### src/rtl/bmide_pkg.sv
package bmide_pkg;
  typedef enum logic [1:0] {
    SZ_BYTE  = 2'd0,
    SZ_WORD  = 2'd1,
    SZ_DWORD = 2'd2,
    SZ_BAD   = 2'd3
  } xfer_sz_e;

  // bit positions
  localparam int CMD_RUN = 0;
  localparam int CMD_DIR = 3;
  localparam int ST_BUSY = 0;
  localparam int ST_ERR  = 1;
  localparam int ST_IRQ  = 2;

  // per-channel layout
  localparam int CH_STRIDE = 8;
  localparam int OFF_CMD   = 0;
  localparam int OFF_SPR0  = 1;
  localparam int OFF_STS   = 2;
  localparam int OFF_SPR1  = 3;
  localparam int OFF_PTR   = 4;

  localparam logic [7:0] STS_RESET = 8'h60;

  function automatic int sz_bytes(input logic [1:0] s);
    case (s)
      SZ_BYTE:  return 1;
      SZ_WORD:  return 2;
      SZ_DWORD: return 4;
      default:  return 0;
    endcase
  endfunction
endpackage

### src/rtl/bmide_chan.sv
module bmide_chan
  import bmide_pkg::*;
#(
  parameter int PW = 32
) (
  input  logic          clk,
  input  logic          rst_n,
  input  logic          wr_cmd,
  input  logic          wr_sts,
  input  logic          wr_ptr,
  input  logic          spr0_we,
  input  logic          spr1_we,
  input  logic [7:0]    wbyte,
  input  logic [7:0]    spr0_d,
  input  logic [7:0]    spr1_d,
  input  logic [PW-1:0] wptr,
  input  logic          done,
  output logic [7:0]    cmd_q,
  output logic [7:0]    sts_q,
  output logic [7:0]    spr0_q,
  output logic [7:0]    spr1_q,
  output logic [PW-1:0] ptr_q,
  output logic          go_rise,
  output logic          go_fall
);
  logic [7:0]    cmd_n, sts_n, spr0_n, spr1_n;
  logic [PW-1:0] ptr_n;

  // run-bit edges caused by a command write; a completion suppresses them
  assign go_rise = wr_cmd && !done && !cmd_q[CMD_RUN] &&  wbyte[CMD_RUN];
  assign go_fall = wr_cmd && !done &&  cmd_q[CMD_RUN] && !wbyte[CMD_RUN];

  always_comb begin
    cmd_n  = cmd_q;
    sts_n  = sts_q;
    spr0_n = spr0_q;
    spr1_n = spr1_q;
    ptr_n  = ptr_q;

    if (wr_cmd) begin
      cmd_n = wbyte;
      if (cmd_q[CMD_RUN]) cmd_n[CMD_DIR] = cmd_q[CMD_DIR];
    end

    if (wr_sts) begin
      sts_n          = wbyte;
      sts_n[ST_BUSY] = sts_q[ST_BUSY];
      sts_n[ST_IRQ]  = sts_q[ST_IRQ] & ~wbyte[ST_IRQ];
      sts_n[ST_ERR]  = sts_q[ST_ERR] & ~wbyte[ST_ERR];
    end

    if (go_rise) sts_n[ST_BUSY] = 1'b1;
    if (go_fall) sts_n[ST_BUSY] = 1'b0;

    if (done) begin
      cmd_n[CMD_RUN] = 1'b0;
      sts_n[ST_BUSY] = 1'b0;
      sts_n[ST_IRQ]  = 1'b1;
    end

    if (wr_ptr) ptr_n = {wptr[PW-1:2], 2'b00};
    if (spr0_we) spr0_n = spr0_d;
    if (spr1_we) spr1_n = spr1_d;
  end

  always_ff @(posedge clk or negedge rst_n) begin
    if (!rst_n) begin
      cmd_q  <= '0;
      sts_q  <= STS_RESET;
      spr0_q <= '0;
      spr1_q <= '0;
      ptr_q  <= '0;
    end else begin
      cmd_q  <= cmd_n;
      sts_q  <= sts_n;
      spr0_q <= spr0_n;
      spr1_q <= spr1_n;
      ptr_q  <= ptr_n;
    end
  end

  assert_dir_locked_R3: assert property (@(posedge clk) disable iff (!rst_n)
    cmd_q[CMD_RUN] |=> (cmd_q[CMD_DIR] == $past(cmd_q[CMD_DIR])));

  assert_busy_on_start_R4: assert property (@(posedge clk) disable iff (!rst_n)
    go_rise |=> (sts_q[ST_BUSY] && cmd_q[CMD_RUN]));

  assert_busy_off_stop_R5: assert property (@(posedge clk) disable iff (!rst_n)
    go_fall |=> !sts_q[ST_BUSY]);

  assert_irq_needs_done_R7: assert property (@(posedge clk) disable iff (!rst_n)
    $rose(sts_q[ST_IRQ]) |-> $past(done));

  assert_ptr_aligned_R8: assert property (@(posedge clk) disable iff (!rst_n)
    wr_ptr |=> (ptr_q[1:0] == 2'b00));

  assert_done_effect_R9: assert property (@(posedge clk) disable iff (!rst_n)
    done |=> (!cmd_q[CMD_RUN] && !sts_q[ST_BUSY] && sts_q[ST_IRQ]));
endmodule

### src/rtl/bmide_rdmux.sv
module bmide_rdmux
  import bmide_pkg::*;
#(
  parameter int NB = 16,
  parameter int DW = 32,
  localparam int AW = $clog2(NB),
  localparam int LANES = DW / 8
) (
  input  logic [NB*8-1:0] win,
  input  logic [AW-1:0]   addr,
  input  logic [1:0]      size,
  output logic [DW-1:0]   rdata
);
  always_comb begin
    rdata = '0;
    for (int k = 0; k < LANES; k++) begin
      if (k < sz_bytes(size) && (int'(addr) + k) < NB)
        rdata[8*k +: 8] = win[8*(int'(addr) + k) +: 8];
    end
  end
endmodule

### src/rtl/bmide_regs.sv
module bmide_regs
  import bmide_pkg::*;
#(
  parameter int NUM_CH = 2,
  parameter int DW     = 32,
  localparam int NB    = NUM_CH * CH_STRIDE,
  localparam int AW    = $clog2(NB),
  localparam int CHW   = (NUM_CH > 1) ? $clog2(NUM_CH) : 1,
  localparam int DRW   = CHW + 1,
  localparam int LANES = DW / 8
) (
  input  logic              clk,
  input  logic              rst_n,
  input  logic              wr_en,
  input  logic [AW-1:0]     addr,
  input  logic [1:0]        size,
  input  logic [DW-1:0]     wdata,
  output logic [DW-1:0]     rdata,
  input  logic [NUM_CH-1:0] drv_sel,
  input  logic [NUM_CH-1:0] dma_done,
  output logic              dma_start,
  output logic              dma_abort,
  output logic [DRW-1:0]    dma_drive,
  output logic [DW-1:0]     dma_ptr
);
  logic [NUM_CH-1:0] wr_cmd, wr_sts, wr_ptr, spr0_we, spr1_we;
  logic [NUM_CH-1:0] go_rise, go_fall;
  logic [7:0]        spr0_d [NUM_CH];
  logic [7:0]        spr1_d [NUM_CH];
  logic [7:0]        cmd_q  [NUM_CH];
  logic [7:0]        sts_q  [NUM_CH];
  logic [7:0]        spr0_q [NUM_CH];
  logic [7:0]        spr1_q [NUM_CH];
  logic [DW-1:0]     ptr_q  [NUM_CH];
  logic [NB*8-1:0]   win;
  logic              start_is_spare;

  assign start_is_spare = (int'(addr) % CH_STRIDE == OFF_SPR0) ||
                          (int'(addr) % CH_STRIDE == OFF_SPR1);

  // spare-byte lanes for plain writes that start on a spare offset
  always_comb begin
    for (int c = 0; c < NUM_CH; c++) begin
      spr0_we[c] = 1'b0;
      spr1_we[c] = 1'b0;
      spr0_d[c]  = '0;
      spr1_d[c]  = '0;
      for (int k = 0; k < LANES; k++) begin
        if (wr_en && start_is_spare && k < sz_bytes(size)) begin
          if (int'(addr) + k == c*CH_STRIDE + OFF_SPR0) begin
            spr0_we[c] = 1'b1;
            spr0_d[c]  = wdata[8*k +: 8];
          end
          if (int'(addr) + k == c*CH_STRIDE + OFF_SPR1) begin
            spr1_we[c] = 1'b1;
            spr1_d[c]  = wdata[8*k +: 8];
          end
        end
      end
    end
  end

  for (genvar c = 0; c < NUM_CH; c++) begin : g_ch
    assign wr_cmd[c] = wr_en && size == SZ_BYTE  && int'(addr) == c*CH_STRIDE + OFF_CMD;
    assign wr_sts[c] = wr_en && size == SZ_BYTE  && int'(addr) == c*CH_STRIDE + OFF_STS;
    assign wr_ptr[c] = wr_en && size == SZ_DWORD && int'(addr) == c*CH_STRIDE + OFF_PTR;

    bmide_chan #(.PW(DW)) u_chan (
      .clk     (clk),
      .rst_n   (rst_n),
      .wr_cmd  (wr_cmd[c]),
      .wr_sts  (wr_sts[c]),
      .wr_ptr  (wr_ptr[c]),
      .spr0_we (spr0_we[c]),
      .spr1_we (spr1_we[c]),
      .wbyte   (wdata[7:0]),
      .spr0_d  (spr0_d[c]),
      .spr1_d  (spr1_d[c]),
      .wptr    (wdata),
      .done    (dma_done[c]),
      .cmd_q   (cmd_q[c]),
      .sts_q   (sts_q[c]),
      .spr0_q  (spr0_q[c]),
      .spr1_q  (spr1_q[c]),
      .ptr_q   (ptr_q[c]),
      .go_rise (go_rise[c]),
      .go_fall (go_fall[c])
    );

    assign win[c*CH_STRIDE*8 +: CH_STRIDE*8] =
      {ptr_q[c], spr1_q[c], sts_q[c], spr0_q[c], cmd_q[c]};
  end

  bmide_rdmux #(.NB(NB), .DW(DW)) u_rd (
    .win   (win),
    .addr  (addr),
    .size  (size),
    .rdata (rdata)
  );

  // request pulse register
  logic           start_n, abort_n;
  logic [DRW-1:0] drive_n;
  logic [DW-1:0]  ptr_n;

  always_comb begin
    start_n = 1'b0;
    abort_n = 1'b0;
    drive_n = '0;
    ptr_n   = '0;
    for (int c = 0; c < NUM_CH; c++) begin
      if (go_rise[c]) begin
        start_n = 1'b1;
        ptr_n   = ptr_q[c];
        drive_n = {CHW'(c), drv_sel[c]};
      end
      if (go_fall[c]) begin
        abort_n = 1'b1;
        drive_n = {CHW'(c), drv_sel[c]};
      end
    end
  end

  always_ff @(posedge clk or negedge rst_n) begin
    if (!rst_n) begin
      dma_start <= 1'b0;
      dma_abort <= 1'b0;
      dma_drive <= '0;
      dma_ptr   <= '0;
    end else begin
      dma_start <= start_n;
      dma_abort <= abort_n;
      dma_drive <= drive_n;
      dma_ptr   <= ptr_n;
    end
  end

  assert_req_exclusive_R5: assert property (@(posedge clk) disable iff (!rst_n)
    !(dma_start && dma_abort));

  assert_start_one_cycle_R4: assert property (@(posedge clk) disable iff (!rst_n)
    dma_start |=> !dma_start);

  assert_start_ptr_aligned_R4: assert property (@(posedge clk) disable iff (!rst_n)
    dma_start |-> (dma_ptr[1:0] == 2'b00));

  assert_one_edge_R2: assert property (@(posedge clk) disable iff (!rst_n)
    $onehot0({go_rise, go_fall}));
endmodule

### config.mk
export PLATFORM = sky130hd
export DESIGN_NAME = bmide_regs
export DESIGN_NICKNAME = d
export VERILOG_FILES = /design/src/rtl/bmide_pkg.sv /design/src/rtl/bmide_chan.sv /design/src/rtl/bmide_rdmux.sv /design/src/rtl/bmide_regs.sv
export SDC_FILE = /design/constraint.sdc
export NUM_CORES = 1
export LEC_CHECK = 0
export ABC_AREA = 1
export ABC_CLOCK_PERIOD_IN_PS = 1800
export BUFFER_PORTS_ARGS = -buffer_cell sky130_fd_sc_hd__buf_2
export CAP_MARGIN = 10
export CELL_PAD_IN_SITES_DETAIL_PLACEMENT = 1
export CELL_PAD_IN_SITES_GLOBAL_PLACEMENT = 1
export CORE_MARGIN = 2
export CORE_UTILIZATION = 43
export CTS_CLUSTER_SIZE = 12
export DETAILED_ROUTE_END_ITERATION = 10
export MAX_ROUTING_LAYER = met4
export PLACE_DENSITY_LB_ADDON = 0.1
export SLEW_MARGIN = 10
export SYNTH_ARGS = -nofsm -noshare
export SYNTH_HDL_FRONTEND = slang
export SYNTH_HIERARCHICAL = 1
export SYNTH_SLANG_ARGS = --single-unit
### constraint.sdc
create_clock -name clk -period 1.8 [get_ports clk]
set_input_delay 0.09 -clock clk [delete_from_list [all_inputs] [get_ports clk]]
set_output_delay 0.09 -clock clk [all_outputs]
set_load 0.005 [all_outputs]
==> out/results.tsv <==
metric	value	unit
status	completed	
layout overhead on the synthesized area	22.4	%
gr usage total	37.4	%
worst setup margin	6.12	ps
vias in the first global route	13300	
Post-synth EDFFs	0	
overall power	0.0122	W
Synth top area share	33.8	%
hold slack final	19.7	ps
clk_lat worst skew	450	ps
IO Port Bufs	112	
routed metal-1 wire length	21200	um
TritonCTS clock tree	done	
synth unique cells	33	
DRT Pass-1 Iters	6	
Worst Tran Pin Value	579	ps
GP Congestion	0.936	
aggregate global routing overflow	0	
post-synthesis sequential area ratio	34.7	%
Startpoint Class	register	
asr flop ratio synth	100	%
Die Span X	168	um
cells after synthesis	1829	
Max Clock Freq	557	MHz
Routed Antenna Nets	0	
# DRC	0	
Post-Route WL	51300	um
Worst Setup Path Type	register to output port	
largest net degree at the start of global routing	71	
DIE HEIGHT	168	um
Initial Utilization	44.1	%
min-delay worst type	input pin to register	
htree depth	4	
synth warn	6	
WP data required	1710	ps
CP Capture Type	output port	
detailed-route wire length per cell	22.0	um
Tmin final	1790	ps
num ports	113	
synth cell count leaders	737 x nand2_1, 224 x nand3_1, 192 x nor2_1, 177 x inv_1, 156 x dfrtp_1	
dpl hpwl	36700	um
Root Buffer	clkbuf_16	
Starting DRT DRC Count	1059	
Setup TNS	0	ps
unrepaired setup endpoints after global routing	yes	
Diodes inserted	0	
Slew HR	61.2	%
Synth area leaders	dfrtp_1 34%, nand2_1 24%, nand3_1 9.7%	
Slew Viols, Final	0	
die area	0.0282	sq mm
top sig layer	met4	
clk buf depth	2	
#FFs+latches synth	160	
max_cap viols	0	
Netlist Area Pre-Place	0.0115	sq mm
core area	0.0262	sq mm
Setup WS pre-CTS	19.6	ps
share of layout cells above drive strength 1	24.2	%
Synth area leader	dfrtp_1	
Final Hold Vio Count	0	
CTS buffer count	17	
CTS clk-pin slew, worst paths	90	ps
Final Setup Violations	0	
Pwr Density	861	mW/mm^2
worst-path maximum fanout	4	
CP arrival	1700	ps
clk_skew	13.5	ps
met3 routed WL	3030	um
nets	2031	
final std cells w/o fill	2327	
DR vias	13000	
Final Cycle Share	99.7	%
most frequent cell after synthesis	nand2_1	
Most used DFF post-synth	dfrtp_1	
Cells after DPL	2247	
Detail Route met2 WL	24700	um
LEAKAGE	7.66	nW
clk sinks	160	
initial antenna violation count	0	
first-pass GRT wire length	77800	um
syn_area_per_cell	6.31	sq um
row count	59	
maximum VDD drop	0.623	mV
via/cell ratio	5.58	
==> layout make-up <==
cell class | count | area, sq um
clock buffer | 17 | 425
clock inverter | 15 | 201
sequential | 160 | 4060
timing repair buffer | 231 | 1800
multi-input combinational | 1381 | 6520
tap | 335 | 419
fill | 3516 | 12100
inverter | 188 | 717
==> power by group <==
part           total [W]  internal (W)  switching, W
clock network    0.00391       0.00193       0.00198
logic            0.00325       0.00119       0.00207
registers        0.00501       0.00417      0.000846
==> sequential cells by signal, summed over array words and instances (netlist names) <==
signal and flops:
g_ch.u_chan/ptr_q 60, g_ch.u_chan/cmd_q 16, g_ch.u_chan/spr0_q 16, dma_abort 1, g_ch.u_chan/spr1_q 16, g_ch.u_chan/sts_q 16, dma_start 1, dma_ptr 32
dma_drive 2
==> critical path: stages, from the launching register on <==
cell     delay (ps)
dfrtp_2         490
nand2_2          90
nand3_1         130
nand3_2         100
nand2_2         100
nand2_2          80
nor2_4          140
buf_2           130
==> metal layers <==
layer | up-vias | track usage, %
met3 | 123 | 5.99
met4 | 0 | 17.2
li1 | 6001 | -
met5 | - | -
met1 | 6369 | 45.6
met2 | 495 | 61.2
==> layout by cell type (no fill, tap or decap), types with 10 or more instances in the layout <==
cell           count
nand3_2           11
dfrtp_2           37
nand3_1          213
clkbuf_16         17
dlygate4sd3_1     25
a21oi_1           23
inv_1            162
o21ai_0           63
buf_4             72
o21ai_2           70
nor2_1           159
dfrtp_1          119
nand2_1          701
nor2_2            32
inv_2             20
buf_12            22
buf_2            110
o21ai_1           16
nand2_2           35
nand4_1           10
==> per-stage QoR <==
stage	util, %	instance area (sq um)
detailed placement	48.4	12700
floorplan	-	11600
global placement	48.4	12700
finish	54.0	14100
CTS	52.2	13700
global route	54.0	14100
==> path summary, 6_finish.rpt <==
| path | start | slack, ps | end | cells after the start |
|---|---|---|---|---|
| min in group asynchronous | rst_n | 100 | dma_ptr[25] | 2 |
| max in group asynchronous | rst_n | 910 | g_ch[1].u_chan/cmd_q[0] | 3 |
| setup / recovery | g_ch[1].u_chan/ptr_q[13] | 6 | rdata[21] | 7 |
| hold reg to reg | g_ch[0].u_chan/cmd_q[6] | 480 | g_ch[0].u_chan/cmd_q[6] | 2 |
| hold / removal | dma_done[0] | 20 | g_ch[0].u_chan/sts_q[2] | 3 |
| setup reg to reg | g_ch[0].u_chan/cmd_q[0] | 320 | dma_start | 5 |
==> cell families after synthesis <==
group	count (synthesis)	synth area share [%]
AOI/OAI and AO/OA	185	10.1
adders and majority gates	7	0.758
buffers and inverters	290	11.9
DFF	160	34.7
other	2	0.0650
and+or+nand+nor	1185	42.4
==> timing repair <==
item / in CTS / in global routing
setup buffers: 8 / 17
setup endpoints to repair: 26 / 32
hold buffers: 25 / 0
endpoints found under the hold margin: 123 / 0
pin swaps: 12 / 51
gates resized for setup: 49 / 136
(Power assumes the default switching activity.)
